### src/rtl/dskc_pkg.sv
package dskc_pkg;

    localparam int WORD_W      = 16;
    localparam int EXT_HI_W    = 6;
    localparam int DISK_ADDR_W = WORD_W + EXT_HI_W;
    localparam int MEX_W       = 2;
    localparam int MEM_ADDR_W  = WORD_W + MEX_W;
    localparam int EXT_ERR_LSB = 10;

    localparam logic [WORD_W-1:0] EXT_RD_MASK = 16'o176677;
    localparam logic [WORD_W-1:0] EXT_WR_MASK = 16'o000677;

    typedef enum logic [2:0] {
        SEL_CSR  = 3'd0,
        SEL_CNT  = 3'd1,
        SEL_MADR = 3'd2,
        SEL_DADR = 3'd3,
        SEL_DEXT = 3'd4,
        SEL_DBUF = 3'd5,
        SEL_MNT  = 3'd6,
        SEL_POS  = 3'd7
    } sel_e;

    typedef enum logic [1:0] {
        FN_IDLE  = 2'd0,
        FN_WRITE = 2'd1,
        FN_READ  = 2'd2,
        FN_CHECK = 2'd3
    } fn_e;

    typedef struct packed {
        logic              ie;
        logic [MEX_W-1:0]  mex;
        fn_e               fn;
        logic              done;
        logic              f_wchk;
        logic              f_par;
        logic              f_wlk;
        logic              f_miss;
        logic [WORD_W-1:0] cnt;
        logic [WORD_W-2:0] madr;
        logic [WORD_W-1:0] dadr;
        logic [WORD_W-1:0] dext;
        logic [WORD_W-1:0] dbuf;
        logic [WORD_W-1:0] mnt;
        logic              irq;
        logic              start;
        logic              abort;
    } regs_t;

endpackage

### src/rtl/dskc_lane_merge.sv
module dskc_lane_merge #(
    parameter int W = 16
) (
    input  logic [W-1:0] old_i,
    input  logic [W-1:0] new_i,
    input  logic         byte_i,
    input  logic         odd_i,
    output logic [W-1:0] merged_o
);
    localparam int LANES = W / 8;

    for (genvar g = 0; g < LANES; g++) begin : g_lane
        logic take;
        assign take = !byte_i || (odd_i == g[0]);
        assign merged_o[g*8 +: 8] = take ? new_i[g*8 +: 8] : old_i[g*8 +: 8];
    end
endmodule

### src/rtl/dskc_status_sum.sv
module dskc_status_sum #(
    parameter int          ADDR_W   = 22,
    parameter int unsigned CAPACITY = 2097152
) (
    input  logic [ADDR_W-1:0] disk_addr_i,
    input  logic [5:0]        ext_err_i,
    input  logic [3:0]        flags_i,
    output logic              ned_o,
    output logic              frz_o,
    output logic              err_o
);
    localparam int CMP_W = ADDR_W + 1;
    localparam logic [CMP_W-1:0] CAP_V = CMP_W'(CAPACITY);

    always_comb begin
        ned_o = ({1'b0, disk_addr_i} >= CAP_V);
        frz_o = |ext_err_i;
        err_o = frz_o | ned_o | (|flags_i);
    end
endmodule

### src/rtl/dskc_regs.sv
module dskc_regs
    import dskc_pkg::*;
#(
    parameter int unsigned CAPACITY = 2097152
) (
    input  logic                   clk,
    input  logic                   rst_n,
    input  logic                   bus_wr_i,
    input  logic                   bus_byte_i,
    input  logic [3:0]             bus_addr_i,
    input  logic [WORD_W-1:0]      bus_wdata_i,
    output logic [WORD_W-1:0]      bus_rdata_o,
    input  logic [WORD_W-1:0]      pos_i,
    input  logic                   eng_done_i,
    input  logic                   eng_wchk_i,
    input  logic                   eng_par_i,
    input  logic                   eng_wlk_i,
    input  logic                   eng_miss_i,
    input  logic [EXT_HI_W-1:0]    eng_ext_err_i,
    input  logic                   eng_late_i,
    output logic                   start_o,
    output logic [1:0]             fn_o,
    output logic                   abort_o,
    output logic                   irq_o,
    output logic [DISK_ADDR_W-1:0] disk_addr_o,
    output logic [MEM_ADDR_W-1:0]  mem_addr_o,
    output logic [WORD_W-1:0]      wc_o,
    output logic                   inhibit_o
);
    regs_t q, n;

    sel_e              sel;
    logic [WORD_W-1:0] merged;
    logic [WORD_W-1:0] csr_rd;
    logic              ned_w, frz_w, err_w;
    logic              clr_hit;

    assign sel = sel_e'(bus_addr_i[3:1]);

    dskc_status_sum #(
        .ADDR_W   (DISK_ADDR_W),
        .CAPACITY (CAPACITY)
    ) sum_i (
        .disk_addr_i (disk_addr_o),
        .ext_err_i   (q.dext[WORD_W-1:EXT_ERR_LSB]),
        .flags_i     ({q.f_wchk, q.f_par, q.f_wlk, q.f_miss}),
        .ned_o       (ned_w),
        .frz_o       (frz_w),
        .err_o       (err_w)
    );

    assign csr_rd = {err_w, frz_w, q.f_wchk, q.f_par, ned_w, q.f_wlk, q.f_miss,
                     1'b0, q.done, q.ie, q.mex, 1'b0, q.fn, 1'b0};

    always_comb begin
        unique case (sel)
            SEL_CSR:  bus_rdata_o = csr_rd;
            SEL_CNT:  bus_rdata_o = q.cnt;
            SEL_MADR: bus_rdata_o = {q.madr, 1'b0};
            SEL_DADR: bus_rdata_o = q.dadr;
            SEL_DEXT: bus_rdata_o = q.dext & EXT_RD_MASK;
            SEL_DBUF: bus_rdata_o = q.dbuf;
            SEL_MNT:  bus_rdata_o = q.mnt;
            default:  bus_rdata_o = pos_i;
        endcase
    end

    dskc_lane_merge #(.W(WORD_W)) merge_i (
        .old_i    (bus_rdata_o),
        .new_i    (bus_wdata_i),
        .byte_i   (bus_byte_i),
        .odd_i    (bus_addr_i[0]),
        .merged_o (merged)
    );

    assign clr_hit = bus_wr_i && (sel == SEL_CSR) && merged[8];

    always_comb begin
        n       = q;
        n.start = 1'b0;
        n.abort = 1'b0;
        if (bus_wr_i) begin
            unique case (sel)
                SEL_CSR: begin
                    if (merged[8]) begin
                        n       = '0;
                        n.done  = 1'b1;
                        n.abort = 1'b1;
                    end else begin
                        n.ie  = merged[6];
                        n.mex = merged[5:4];
                        n.fn  = fn_e'(merged[2:1]);
                        if (!merged[6]) begin
                            n.irq = 1'b0;
                        end else if (q.done) begin
                            n.irq = 1'b1;
                        end
                        if (q.done && merged[0] && (merged[2:1] != FN_IDLE)) begin
                            n.start  = 1'b1;
                            n.done   = 1'b0;
                            n.f_wchk = 1'b0;
                            n.f_par  = 1'b0;
                            n.f_wlk  = 1'b0;
                            n.f_miss = 1'b0;
                            n.irq    = 1'b0;
                        end
                    end
                end
                SEL_CNT:  n.cnt  = merged;
                SEL_MADR: n.madr = merged[WORD_W-1:1];
                SEL_DADR: n.dadr = merged;
                SEL_DEXT: n.dext = (q.dext & ~EXT_WR_MASK) | (merged & EXT_WR_MASK);
                SEL_DBUF: n.dbuf = merged;
                SEL_MNT:  n.mnt  = merged;
                default:  ;
            endcase
        end
        if (!n.abort) begin
            if (eng_done_i && !n.done && n.ie) begin
                n.irq = 1'b1;
            end
            n.done   = n.done   | eng_done_i;
            n.f_wchk = n.f_wchk | eng_wchk_i;
            n.f_par  = n.f_par  | eng_par_i;
            n.f_wlk  = n.f_wlk  | eng_wlk_i;
            n.f_miss = n.f_miss | eng_miss_i;
            n.dext[WORD_W-1:EXT_ERR_LSB] = n.dext[WORD_W-1:EXT_ERR_LSB] | eng_ext_err_i;
            n.dext[7] = n.dext[7] | eng_late_i;
        end
    end

    always_ff @(posedge clk) begin
        if (!rst_n) begin
            q      <= '0;
            q.done <= 1'b1;
        end else begin
            q <= n;
        end
    end

    assign start_o     = q.start;
    assign abort_o     = q.abort;
    assign fn_o        = q.fn;
    assign irq_o       = q.irq;
    assign disk_addr_o = {q.dext[EXT_HI_W-1:0], q.dadr};
    assign mem_addr_o  = {q.mex, q.madr, 1'b0};
    assign wc_o        = q.cnt;
    assign inhibit_o   = q.dext[8];

    // a start leaves the controller busy with a real function
    a_r4_start_busy: assert property (@(posedge clk) disable iff (!rst_n)
        start_o |-> (!q.done && (fn_o != FN_IDLE)));

    // a start withdraws the interrupt request
    a_r4_start_no_irq: assert property (@(posedge clk) disable iff (!rst_n)
        start_o |-> !irq_o);

    // the request never stands without enable
    a_r8_irq_needs_ie: assert property (@(posedge clk) disable iff (!rst_n)
        irq_o |-> q.ie);

    // the request only rises while done is set
    a_r8_irq_rise_done: assert property (@(posedge clk) disable iff (!rst_n)
        $rose(irq_o) |-> q.done);

    // a clear leaves the idle register image
    a_r9_clear_idle: assert property (@(posedge clk) disable iff (!rst_n)
        abort_o |-> (q.done && !irq_o && !start_o && wc_o == '0 && disk_addr_o == '0));

    // an engine done pulse is always recorded unless a clear wins
    a_r5_done_recorded: assert property (@(posedge clk) disable iff (!rst_n)
        (eng_done_i && !clr_hit) |=> q.done);

endmodule

### config.mk
export PLATFORM = sky130hd
export DESIGN_NAME = dskc_regs
export DESIGN_NICKNAME = d
export VERILOG_FILES = /design/src/rtl/dskc_pkg.sv /design/src/rtl/dskc_lane_merge.sv /design/src/rtl/dskc_status_sum.sv /design/src/rtl/dskc_regs.sv
export SDC_FILE = /design/constraint.sdc
export NUM_CORES = 1
export LEC_CHECK = 0
export BUFFER_PORTS_ARGS = -buffer_cell sky130_fd_sc_hd__buf_2
export CORE_MARGIN = 2
export CORE_UTILIZATION = 40
export DETAILED_ROUTE_END_ITERATION = 6
export GPL_ROUTABILITY_DRIVEN = 0
export GPL_TIMING_DRIVEN = 0
export PLACE_DENSITY = 0.71
export SLEW_MARGIN = 20
export SYNTH_ARGS = -nofsm -noshare
export SYNTH_HDL_FRONTEND = slang
export SYNTH_SLANG_ARGS = --single-unit
### constraint.sdc
create_clock -name clk -period 2.7 [get_ports clk]
set_input_delay 0.54 -clock clk [delete_from_list [all_inputs] [get_ports clk]]
set_output_delay 0.54 -clock clk [all_outputs]
set_load 0.05 [all_outputs]
## Word level (Yosys, flattened, before mapping)

Cells that the tools add are included.

- Register bits after elaboration: 108
- Output and inout port bits: 78
- Word-level logic and storage cells: 91

- Order comparisons: 1
- Equality and inequality tests: 7
- Bitwise logic cells: 14
- Reduce and logical (&&, ||, !) cells: 26
- Multiplexer cells: 25

Operators with widths:

| kind | number |
|---|---|
| $pmux 16 s2 | 5 |
| $pmux 16 s7 | 1 |
| $mux 108 | 1 |
| $mux 95 | 1 |
| $pmux 15 s2 | 1 |
| $ge 22x22->1 const B | 1 |
| $mux 10 | 2 |
| $reduce_and 3->1 | 6 |
| $mux 8 | 2 |
| $or 16x9->16 | 1 |
| $reduce_bool 2->1 | 7 |
| $mux 5 | 2 |
| $eq 3x3->1 const B | 3 |
| $or 1x1->1 | 8 |
| $reduce_or 4->1 | 2 |
| $eq 3x2->1 const B | 2 |
| $mux 1 | 6 |
| $mux 6 | 1 |
| $or 6x6->6 | 1 |
| $reduce_or 6->1 | 1 |
| $logic_and 1x1->1 | 4 |
| $mux 2 | 2 |
| $not 1->1 | 4 |
| $eq 3x1->1 const B | 1 |
| 6 further kinds | 8 |

## Logic depth before layout (Yosys ltp)

- Word-level depth: 16
- Gate-level depth with buffers: 10
- Depth with buffers taken out: 7

## Cells and area by module

From an unflattened synthesis, not the netlist that was laid out.

- Cell total of the unflattened synthesis: 689
- Area, all modules: 5795.6 um2

Modules (own cells, without submodules):

| module | cells an instance | area an instance (um2) | instances |
|---|---|---|---|
| dskc_regs | 664 | 5515.3 | 1 |
| dskc_lane_merge | 19 | 241.5 | 1 |
| dskc_status_sum | 6 | 38.8 | 1 |

## Least setup slack after synthesis

Ideal clock, no wire load.

- Path type: input to register
- Start point: input bus_addr_i[2]
- End point: register q, in the netlist disk_addr_o[20]
- Arrival: 3163 ps
- Setup slack: -538 ps
- Library setup time: 76 ps
- Data required time: 2624 ps
- Cell stages on the path: 9
- Cell sequence: buf_6 buf_2 buf_2 buf_2 nor2_1 a211oi_1 mux2_2 nand4_1 a21boi_0

- Longest elaborated chain between the ends: 5
- Elaborated cells between the ends (all ways): 15
- Classes of those cells: eq/ne: 7; mux: 4; bitwise: 1; reduce/logical: 3

Ends and longest elaborated chain:

| element | line | source |
|---|---|---|
| start: declaration | dskc_regs.sv:10 | `input logic [3:0] bus_addr_i,` |
| $eq 3x3->1, or another cell as far along | dskc_regs.sv:56 | `unique case (sel)` |
| $pmux 16 s7 * | dskc_regs.sv:56 |  |
| net bus_rdata_o[4] | dskc_regs.sv:12 | `output logic [WORD_W-1:0] bus_rdata_o,` |
| $mux 8 * | dskc_lane_merge.sv:15 | `assign merged_o[g*8 +: 8] = take ? new_i[g*8 +: 8] : old_i[g*8 +: 8];` |
| $or 16x9->16 * | dskc_regs.sv:112 | `SEL_DEXT: n.dext = (q.dext & ~EXT_WR_MASK) \| (merged & EXT_WR_MASK);` |
| $pmux 16 s2 * | dskc_regs.sv:83 | `unique case (sel)` |
| end signal: assignment | dskc_regs.sv:137 | `q <= n;` |
| end: declaration | dskc_regs.sv:30 | `regs_t q, n;` |

Mark *: on every way through the listed nets, which the timed path passes. The rest lies on a longest branch.
A chain may end at the register's enable or synchronous reset.

## Worst setup path after layout

- Start point: input bus_addr_i[1]
- End point: output bus_rdata_o[3]

- Longest elaborated chain between the ends: 2
- Elaborated cells between the ends (all ways): 8
- Classes of those cells: eq/ne: 6; mux: 1; reduce/logical: 1

Ends and longest elaborated chain:

| element | line |
|---|---|
| $eq 3x3->1, or another cell as far along | dskc_regs.sv:56 |
| $pmux 16 s7 * | dskc_regs.sv:56 |
| end: declaration | dskc_regs.sv:12 |

Every way passes the cells marked *; elsewhere a longest branch is shown, timed or not.

==> results.toml <==
[logic_synthesis]
synth-main-ff-cell = "dfxtp_1"
synth_common_cells = "106 x dfxtp_1, 65 x buf_4, 63 x nand2_1, 57 x nor2b_1, 53 x a22oi_1"
synthTopCellsByArea = "dfxtp_1 37%, buf_4 8.6%, a22oi_1 7.0%"
ys_types = 62
synth.avg_cell_area_um2 = 8.79
synth_edf_count = 0
yosysMostFrequentCell = "dfxtp_1"
ys_seq_elements = 106
synthesis.area_um2 = 5690
ys_seq_area_frac = 0.373
syn_inst = 647
synth_top_cell_area_share = 0.373
yosysWarnings = 0
async_flop_share = 0
synth_fp_nets = 699
yosys.area.top_type = "dfxtp_1"

[route]
vias_per_cell = 5.71
first_iter_violations = 663
ant_nets = 0
drc = 0
wirelength_um = 19800
dr.pass1.iters = 5
wl_per_cell_um = 20.5
num_vias = 5530

[critical_path]
cp-start-kind = "primary input"
criticalPathCategory = "primary input to output pin"
arrival_ns = 2.14
cp.required_ns = 2.16
path_max_fanout = 10
rr_worst_depth = 9
endpoint_kind = "output pin"
reg2reg_to = "q[16]"
r2r_slack_ns = 0.45
reg2reg_from = "disk_addr_o[8]"

[final_layout]
num_antenna_cells = 0
postLayoutCellArea_um2 = 7030
final-seq-area_um2 = 2120
nNetsFinal = 837
drive_gt1_frac = 0.352
nFillCells = 1376
post-route-util = 0.506
multi_input_area_um2 = 2960
area_growth_pct = 23.5

[power]
power_frac_clock = 0.383
leakage_uw = 0.00301
seqPwrFrac = 0.436
switching_share = 0.292
switching_power_uw = 1100
irDropWorstVdd_v = 0.000392
p_per_area_nw_per_um2 = 536
combPwrFrac = 0.182
p_int_uw = 2670

[worst_hold_path]
min_to = "csr_rd[13]"
hp-class = "primary input to register"
holdPathStages = 3
hold_start = "eng_wchk_i"

[global_routing]
overflow = 0
grt_max_degree = 17
grt_use_total = 0.260
grt_pass1_wl_um = 29500
antenna_found_initial = 0
grt_pass1_vias = 5113

[timing]
fin_crit_ns = 2.68
slew_headroom = 0.286
skew_ns = 0.0113
hold_viol = 0
worst_pin_slew_ns = 1.06
post-route-period-util = 0.992
final-max-slew-violation-count = 0
setup_violations = 0
hold_slack_ns = 0.379
setup_ws_ns = 0.0222
fmaxAchievable_mhz = 373

[floorplanning]
die_y_um = 123
die_x_um = 123
start_util = 0.410
die_area_um2 = 15200
ioPinCount = 130
rows = 43
coreArea_um2 = 13900

[clock_network]
cts_root_buf = "clkbuf_16"
h-tree-depth = 3
clock_sinks = 106
clk_pin_slew_ns = 0.07
clock_latency_ns = 0.36
cts_max_path_buffers = 2
cts_tree = "yes"
holdBufCountCts = 0
cts-buffers-inserted = 9

[place]
dp_hpwl_um = 14200
placed_area_um2 = 6580
post-place-ws_ns = -0.717
portBuffers = 125

[status]
status = "finished, final reports clean"

[job]
cap_violations = 0
## worst max-delay path: stages
cell     delay [ns]
buf_4          0.17
nor2b_1        0.57
a22oi_1        0.18
o22ai_1        0.21
o22a_1         0.18
buf_2          0.27
## cell families after synthesis
logic type / share of synthesized area
and+or+nand+nor: 0.202
AOI/OAI and AO/OA: 0.226
DFF: 0.373
buffers and inverters: 0.122
muxes: 0.0757
other: 0.000659
## metal layers
metal	track usage	vias up	wire, um
met3	0.0567	46	2220
met5	0	-	0
met2	0.402	355	8770
li1	-	2527	-
met1	0.360	2602	8310
met4	0.0866	0	499
## power by group through the flow
stage          registers (uW)  clock network (uW)  logic, uW
2_1_floorplan            1660                   0        456
6_report                 1640                1440        684
3_3_place_gp             1670                   0        642
3_5_place_dp             1670                   0        647
5_1_grt                  1640                1480        722
4_1_cts                  1640                1420        657
## placed cells by master, fill, tap and decap left out, types with 3 or more instances in the layout
master and n:
buf_2 130, dfxtp_1 106, buf_4 69, nand2_1 63
nor2b_1 56, a22oi_1 52, nor2_1 42, o21ai_0 21
mux2_2 20, mux2i_1 16, nand3_1 15, o22ai_1 14
clkbuf_1 14, a21oi_1 11, a21boi_0 11, nand4_1 10
a22o_1 10, and2_1 9, clkbuf_16 9, buf_6 7
o22a_1 7, nand2b_1 7, inv_1 5, o221ai_1 4
o31ai_1 4, nor2_4 4, a21boi_1 4, buf_12 3
a21oi_4 3, and3_1 3, buf_1 3
## cell type report
type	instances	share of cell area
multi-input cells	435	0.421
flip-flops and latches	106	0.302
plain buffers	101	0.101
repair buffers	127	0.0958
clock buffers	10	0.0340
well taps	180	0.0320
clock inverters	4	0.0109
inverters	5	0.00267
## stage by stage
stage / setup TNS, ns / total power (uW) / cells
after floorplan: -0.0100 / 2120 / 647
after global placement: -13.16 / 2320 / 952
after detailed placement: -15.05 / 2320 / 952
after CTS: 0 / 3720 / 966
after global routing: -0.00210 / 3850 / 968
final: 0 / 3760 / 968
## registers in the layout, summed over array words and instances (netlist names)
signal	count
wc_o	16
abort_o	1
start_o	1
irq_o	1
csr_rd	6
mem_addr_o	17
q	39
inhibit_o	1
fn_o	2
disk_addr_o	22
## how the worst max path moves through the flow
stage | start | to | slack [ns] | depth (start not counted)
after floorplan | bus_addr_i[2] | disk_addr_o[20] | -0.01 | 9
after global placement | bus_addr_i[1] | csr_rd[10] | -0.73 | 8
after detailed placement | bus_addr_i[3] | csr_rd[10] | -0.72 | 8
after CTS | bus_addr_i[2] | bus_rdata_o[7] | 0.006 | 8
after global routing | q[49] | bus_rdata_o[15] | -0.002 | 5
final | bus_addr_i[1] | bus_rdata_o[3] | 0.02 | 6
## timing repair
action                                  4_1_cts  5_1_grt
endpoints found under the setup margin       15       20
pin swaps                                     0        2
resized for setup                            12       16
setup buffers                                 0        2
gates cloned                                  0        0
Note: power is estimated with default switching activity, not from simulation.
